<file path="src/rtl/cfg_serial_pkg.sv">
package cfg_serial_pkg;
  localparam int WORD_W  = 24;
  localparam int ADDR_W  = 2;
  localparam int PAY_W   = WORD_W - ADDR_W;
  localparam int N_LATCH = 1 << ADDR_W;
  localparam int FUNC_IDX = 2;
  localparam int PD_BIT   = 3;
  localparam int SEL_W    = 3;

  typedef enum logic [SEL_W-1:0] {
    MUX_LOW  = 3'd0,
    MUX_LOCK = 3'd1,
    MUX_RF   = 3'd2,
    MUX_REF  = 3'd3
  } mux_sel_e;
endpackage

</file>
<file path="src/rtl/cfg_sync.sv">
module cfg_sync #(
  parameter int W = 3
) (
  input  logic         clk_i,
  input  logic         rst_ni,
  input  logic [W-1:0] d_i,
  output logic [W-1:0] q_o
);
  for (genvar g = 0; g < W; g++) begin : g_bit
    logic s1, s2;
    always_ff @(posedge clk_i or negedge rst_ni) begin
      if (!rst_ni) begin
        s1 <= 1'b0;
        s2 <= 1'b0;
      end else begin
        s1 <= d_i[g];
        s2 <= s1;
      end
    end
    assign q_o[g] = s2;
  end
endmodule

</file>
<file path="src/rtl/cfg_shifter.sv">
module cfg_shifter
  import cfg_serial_pkg::*;
(
  input  logic              clk_i,
  input  logic              rst_ni,
  input  logic              sclk_s_i,
  input  logic              sdata_s_i,
  input  logic              sload_s_i,
  output logic [WORD_W-1:0] word_o,
  output logic              load_pulse_o
);
  logic sclk_q, sload_q;
  logic [WORD_W-1:0] sr_q;

  always_ff @(posedge clk_i or negedge rst_ni) begin
    if (!rst_ni) begin
      sclk_q  <= 1'b0;
      sload_q <= 1'b0;
      sr_q    <= '0;
    end else begin
      sclk_q  <= sclk_s_i;
      sload_q <= sload_s_i;
      if (sclk_s_i && !sclk_q) sr_q <= {sr_q[WORD_W-2:0], sdata_s_i};
    end
  end

  assign word_o       = sr_q;
  assign load_pulse_o = sload_s_i && !sload_q;
endmodule

</file>
<file path="src/rtl/cfg_latch_bank.sv">
module cfg_latch_bank
  import cfg_serial_pkg::*;
(
  input  logic                     clk_i,
  input  logic                     rst_ni,
  input  logic                     load_i,
  input  logic [WORD_W-1:0]        word_i,
  output logic [N_LATCH*PAY_W-1:0] latches_o
);
  logic [ADDR_W-1:0] addr;
  logic [PAY_W-1:0]  pay;
  assign addr = word_i[ADDR_W-1:0];
  assign pay  = word_i[WORD_W-1:ADDR_W];

  for (genvar g = 0; g < N_LATCH; g++) begin : g_lane
    logic [PAY_W-1:0] lat_q;
    always_ff @(posedge clk_i or negedge rst_ni) begin
      if (!rst_ni)                            lat_q <= '0;
      else if (load_i && addr == ADDR_W'(g))  lat_q <= pay;
    end
    assign latches_o[g*PAY_W +: PAY_W] = lat_q;
  end
endmodule

</file>
<file path="src/rtl/cfg_status_mux.sv">
module cfg_status_mux
  import cfg_serial_pkg::*;
(
  input  logic [SEL_W-1:0] sel_i,
  input  logic             lock_i,
  input  logic             rf_div_i,
  input  logic             ref_div_i,
  output logic             mux_o
);
  always_comb begin
    unique case (sel_i)
      MUX_LOCK: mux_o = lock_i;
      MUX_RF:   mux_o = rf_div_i;
      MUX_REF:  mux_o = ref_div_i;
      default:  mux_o = 1'b0;
    endcase
  end
endmodule

</file>
<file path="src/rtl/cfg_serial_loader.sv">
module cfg_serial_loader
  import cfg_serial_pkg::*;
(
  input  logic                     clk_i,
  input  logic                     rst_ni,
  input  logic                     sclk_i,
  input  logic                     sdata_i,
  input  logic                     sload_i,
  input  logic                     chip_en_i,
  input  logic                     lock_i,
  input  logic                     rf_div_i,
  input  logic                     ref_div_i,
  output logic [N_LATCH*PAY_W-1:0] latches_o,
  output logic                     pwr_up_o,
  output logic                     cp_en_o,
  output logic                     mux_o
);
  logic [2:0]        ser_s;
  logic [WORD_W-1:0] word;
  logic              load_pulse;
  logic [PAY_W-1:0]  func_lat;

  cfg_sync #(.W(3)) u_sync (
    .clk_i (clk_i),
    .rst_ni(rst_ni),
    .d_i   ({sload_i, sdata_i, sclk_i}),
    .q_o   (ser_s)
  );

  cfg_shifter u_shift (
    .clk_i       (clk_i),
    .rst_ni      (rst_ni),
    .sclk_s_i    (ser_s[0]),
    .sdata_s_i   (ser_s[1]),
    .sload_s_i   (ser_s[2]),
    .word_o      (word),
    .load_pulse_o(load_pulse)
  );

  cfg_latch_bank u_bank (
    .clk_i    (clk_i),
    .rst_ni   (rst_ni),
    .load_i   (load_pulse),
    .word_i   (word),
    .latches_o(latches_o)
  );

  assign func_lat = latches_o[FUNC_IDX*PAY_W +: PAY_W];

  cfg_status_mux u_mux (
    .sel_i    (func_lat[SEL_W-1:0]),
    .lock_i   (lock_i),
    .rf_div_i (rf_div_i),
    .ref_div_i(ref_div_i),
    .mux_o    (mux_o)
  );

  // chip enable overrides the software power-down bit
  assign pwr_up_o = chip_en_i && !func_lat[PD_BIT];
  assign cp_en_o  = pwr_up_o;
endmodule

</file>
<file path="config.mk">
export PLATFORM = sky130hd
export DESIGN_NAME = cfg_serial_loader
export DESIGN_NICKNAME = d
export VERILOG_FILES = /design/src/rtl/cfg_serial_pkg.sv /design/src/rtl/cfg_sync.sv /design/src/rtl/cfg_shifter.sv /design/src/rtl/cfg_latch_bank.sv /design/src/rtl/cfg_status_mux.sv /design/src/rtl/cfg_serial_loader.sv
export SDC_FILE = /design/constraint.sdc
export NUM_CORES = 1
export LEC_CHECK = 0
export BUFFER_PORTS_ARGS = -buffer_cell sky130_fd_sc_hd__buf_2
export CAP_MARGIN = 20
export CORE_UTILIZATION = 30
export CTS_BUF_LIST = sky130_fd_sc_hd__clkbuf_2 sky130_fd_sc_hd__clkbuf_4 sky130_fd_sc_hd__clkbuf_8
export CTS_CLUSTER_DIAMETER = 50
export DETAILED_ROUTE_END_ITERATION = 16
export HOLD_SLACK_MARGIN = 0.05
export PLACE_DENSITY = 0.6
export SYNTH_ARGS = -nofsm -noshare
export SYNTH_HDL_FRONTEND = slang
export SYNTH_SLANG_ARGS = --single-unit
</file>
<file path="constraint.sdc">
create_clock -name clk_i -period 3.6 [get_ports clk_i]
set_clock_uncertainty 0.15 [all_clocks]
set_input_delay 0.72 -clock clk_i [delete_from_list [all_inputs] [get_ports clk_i]]
set_output_delay 0.72 -clock clk_i [all_outputs]
set_load 0.01 [all_outputs]
</file>
==> impl_results.rst <==
.. list-table::
   :header-rows: 1

   * - Metric
     - Value
   * - Number of inserted filler cells in the final layout
     - ~1,400
   * - Synth cell types
     - 13
   * - Commonest cells in the netlist
     - dfrtp_1, mux2_2, buf_6
   * - Status
     - finished clean
   * - Crit path depth
     - 3
   * - Proportion of netlist area held by the largest area contributor
     - 0.673
   * - Clock insertion delay at the later pin of the skew report
     - approximately 430 ps
   * - GP Congestion
     - 0.671
   * - Maximum number of pins on one net before global-route repair
     - 64
   * - Largest stage delay on the critical path
     - 410 ps
   * - Post-Syn Nets
     - 262
   * - Antenna Nets Post-Route
     - 0
   * - Global-route wire length before repair
     - 14,400 um
   * - Top cells by area, synth
     - dfrtp_1, mux2_2, buf_6
   * - Multi-input logic area
     - 1370 um2
   * - Biggest fanout along the worst timing path
     - 4
   * - Commonest register cell after synthesis
     - dfrtp_1
   * - Post-CTS setup-driven buffer insertion count
     - 0
   * - Routed Wire Length
     - 9160 um
   * - Total I/O pin count
     - 100
   * - Area of placed instances
     - 5130 um2
   * - Fraction of the mapped netlist area in compound gates
     - 0.00280
   * - Clock sink count
     - 120
   * - Cell area after layout
     - 5530 um2
   * - Max_cap viols
     - 0
   * - Post-cts sizing count
     - 0
   * - Cell row count
     - 44
   * - Detail Placement HPWL
     - 5700 um
   * - Reg2Reg Launch Point
     - u_shift.word_o[1]
   * - Setup repair after global routing missed its margin
     - no
   * - Drt wl/cell
     - 16.4 um
   * - Fraction of synthesized area in multiplexers
     - 0.285
   * - Area enclosed by the die boundary
     - 15,400 um2
   * - Final nets
     - 371
   * - Leading cell type by number of instances after synthesis
     - dfrtp_1
   * - Crit path required time
     - 2730 ps
   * - Synth Warn #
     - 0
   * - Pre-CTS setup slack
     - 1430 ps
   * - Synth async-reset ratio
     - 1.00
   * - Post-cts hold buffer count
     - 0
   * - Cells along the critical path
     - mux2i_1, a211oi_1, buf_2
   * - DRC violation count after routing
     - 0
   * - Share of the core filled with cells in the final layout
     - 0.380
   * - Signal arrival time at the worst endpoint
     - 1350 ps
   * - Setup slack of the most critical reg-to-reg path
     - 1420 ps
   * - Share of final-layout standard cells stronger than drive strength 1
     - 0.659
   * - Start point of the critical path
     - u_bank.g_lane[2].lat_q[0]
   * - Vias in the first global route
     - 2,588
   * - Post-Synth Simple-Gate Area
     - 0.0174
   * - Kind of capture point of the worst setup path
     - output port
   * - Setup crit start kind
     - flop
   * - Length of the first detailed-routing pass in iterations
     - 4
   * - Max H-tree Level
     - 4
   * - Worst path slowest cell
     - dfrtp_1
   * - Worst r2r path cells
     - 3
   * - Power Density
     - between 700 and 800 nW/um2
   * - Initial Util
     - 0.307
   * - Pins over their slew limit
     - 0
   * - Maximum resistive drop on vdd
     - about 280 uV
   * - Worst Slack Setup Final
     - about 1400 ps
   * - Cell type with the highest aggregate area in the netlist
     - dfrtp_1
   * - Xor and xnor fraction of the mapped netlist area
     - 0
   * - Buffers and inverters on the worst path
     - 1
   * - Maximum operating frequency
     - roughly 450 MHz
   * - Seq/Total Area, Yosys
     - 0.673
   * - Min-delay worst type
     - input pin to async pin
   * - Total Negative Setup Slacks
     - 0 ps
   * - Post-Syn Instances
     - 253
   * - Worst max-slew margin expressed relative to the limit
     - 0.451
   * - Global route total overflow
     - 0
   * - Leakage power
     - 2.87 nW
   * - Synthesized flop and latch total
     - 120
   * - Number of DRC markers in iteration 0
     - between 100 and 150
   * - Core Box Area
     - 14,500 um2
   * - Synthesized cell area
     - 4460 um2
   * - Number of enable flip-flop cells after synthesis
     - 0
   * - Clock edge transition at the registers on the reported setup and hold paths
     - 80 ps
   * - Number of antenna violations at the first check in global routing
     - 0
   * - Port-buffer cells
     - 99
   * - Area growth from synthesis to layout
     - 23.9%
   * - Time the final worst path needs with I/O delays and setup
     - 2220 ps
   * - TritonCTS clock tree
     - done
   * - Clock tree buffer depth
     - 2
   * - Kind of cell adding the most delay to the critical path
     - flip-flops
   * - Register cell area after layout
     - 3000 um2
   * - Average size of a mapped cell
     - approximately 18 um2
   * - Overall power of the completed layout
     - 3.93 mW
   * - Number of setup violations in the final report
     - 0
   * - Combinational family with the most area after synthesis
     - multiplexers
   * - Final hold viol count
     - 0
   * - Total number of vias
     - 2,535
   * - Ant diodes
     - 0
   * - Clock tree root buffer cell
     - clkbuf_8
   * - Height of the chip
     - between 100 and 150 um
   * - Final cycle utilization of the critical path
     - 0.617
   * - Post-Synth Adder-Cell Area
     - 0
   * - Total CTS buffers
     - 17
   * - Routed via count divided by cell count
     - 4.53
   * - Type of the setup path with the least slack
     - flop to output port
   * - Actual slew at the worst max-slew pin
     - 824 ps
   * - Chip Width
     - 124 um
   * - Total global routing track utilization
     - 0.132
==> cells in the final DEF, fill, tap and decap left out <==
master        n
a21oi_1       1
mux2_2      109
nand4b_1      1
nor2b_1       1
mux2_1        3
inv_6         2
dfrtp_1     120
nor4b_4       1
nor2b_4       1
clkinv_4      3
clkbuf_8     20
bufinv_16     1
buf_4         3
a211oi_1      1
and4bb_4      2
mux2i_1       1
buf_12        1
clkinvlp_4    6
buf_2        98
==> path summary, 6_finish.rpt <==
kind	end
worst max-delay path	mux_o
worst min-delay path	u_shift.word_o[10]
worst max register to register	u_bank.g_lane[0].lat_q[18]
worst min register to register	u_sync.g_bit[0].s2
max in group asynchronous	u_bank.g_lane[2].lat_q[6]
min in group clk_i	u_sync.g_bit[0].s2
==> area by class of cell <==
class,count,area share
Timing Repair Buffer,102,0.0964
Multi-Input combinational cell,121,0.248
Clock buffer,20,0.0498
Tap cell,184,0.0416
Clock inverter,12,0.0215
Sequential cell,120,0.543
==> kinds of logic after synthesis <==
logic type / Yosys count
and+or+nand+nor: 6
buffers and inverters: 12
muxes: 113
AOI/OAI and AO/OA: 2
DFF: 120
==> per-stage QoR <==
| step | hold slack, ps | instances |
|---|---|---|
| finish | 205 | 559 |
| global route | 197 | 559 |
| CTS | 204 | 559 |
| detailed placement | 195 | 527 |
| global placement | 189 | 527 |
| floorplan | 181 | 253 |
==> power breakdown <==
part,internal [mW],switching [mW]
clock,0.606,0.560
combinational,0.456,0.366
sequential,1.68,0.264
total,2.74,1.19
==> sequential cells by signal, indices dropped and copies added, names as in the netlist <==
signal and cells:
u_shift.sclk_q 1, u_shift.sload_q 1, u_bank.g_lane.lat_q 88, u_shift.word_o 24
u_sync.g_bit.s1 3, u_sync.g_bit.s2 3
==> routing by layer <==
metal | part of all wire | track usage | vias to the layer above
met5 | 0 | 0 | -
met4 | 0.012 | 0.0558 | 0
met3 | 0.065 | 0.0559 | 8
met2 | 0.47 | 0.197 | 75
met1 | 0.46 | 0.168 | 1320
li1 | - | - | 1132
No activity file was read; power rests on OpenSTA's default activity.
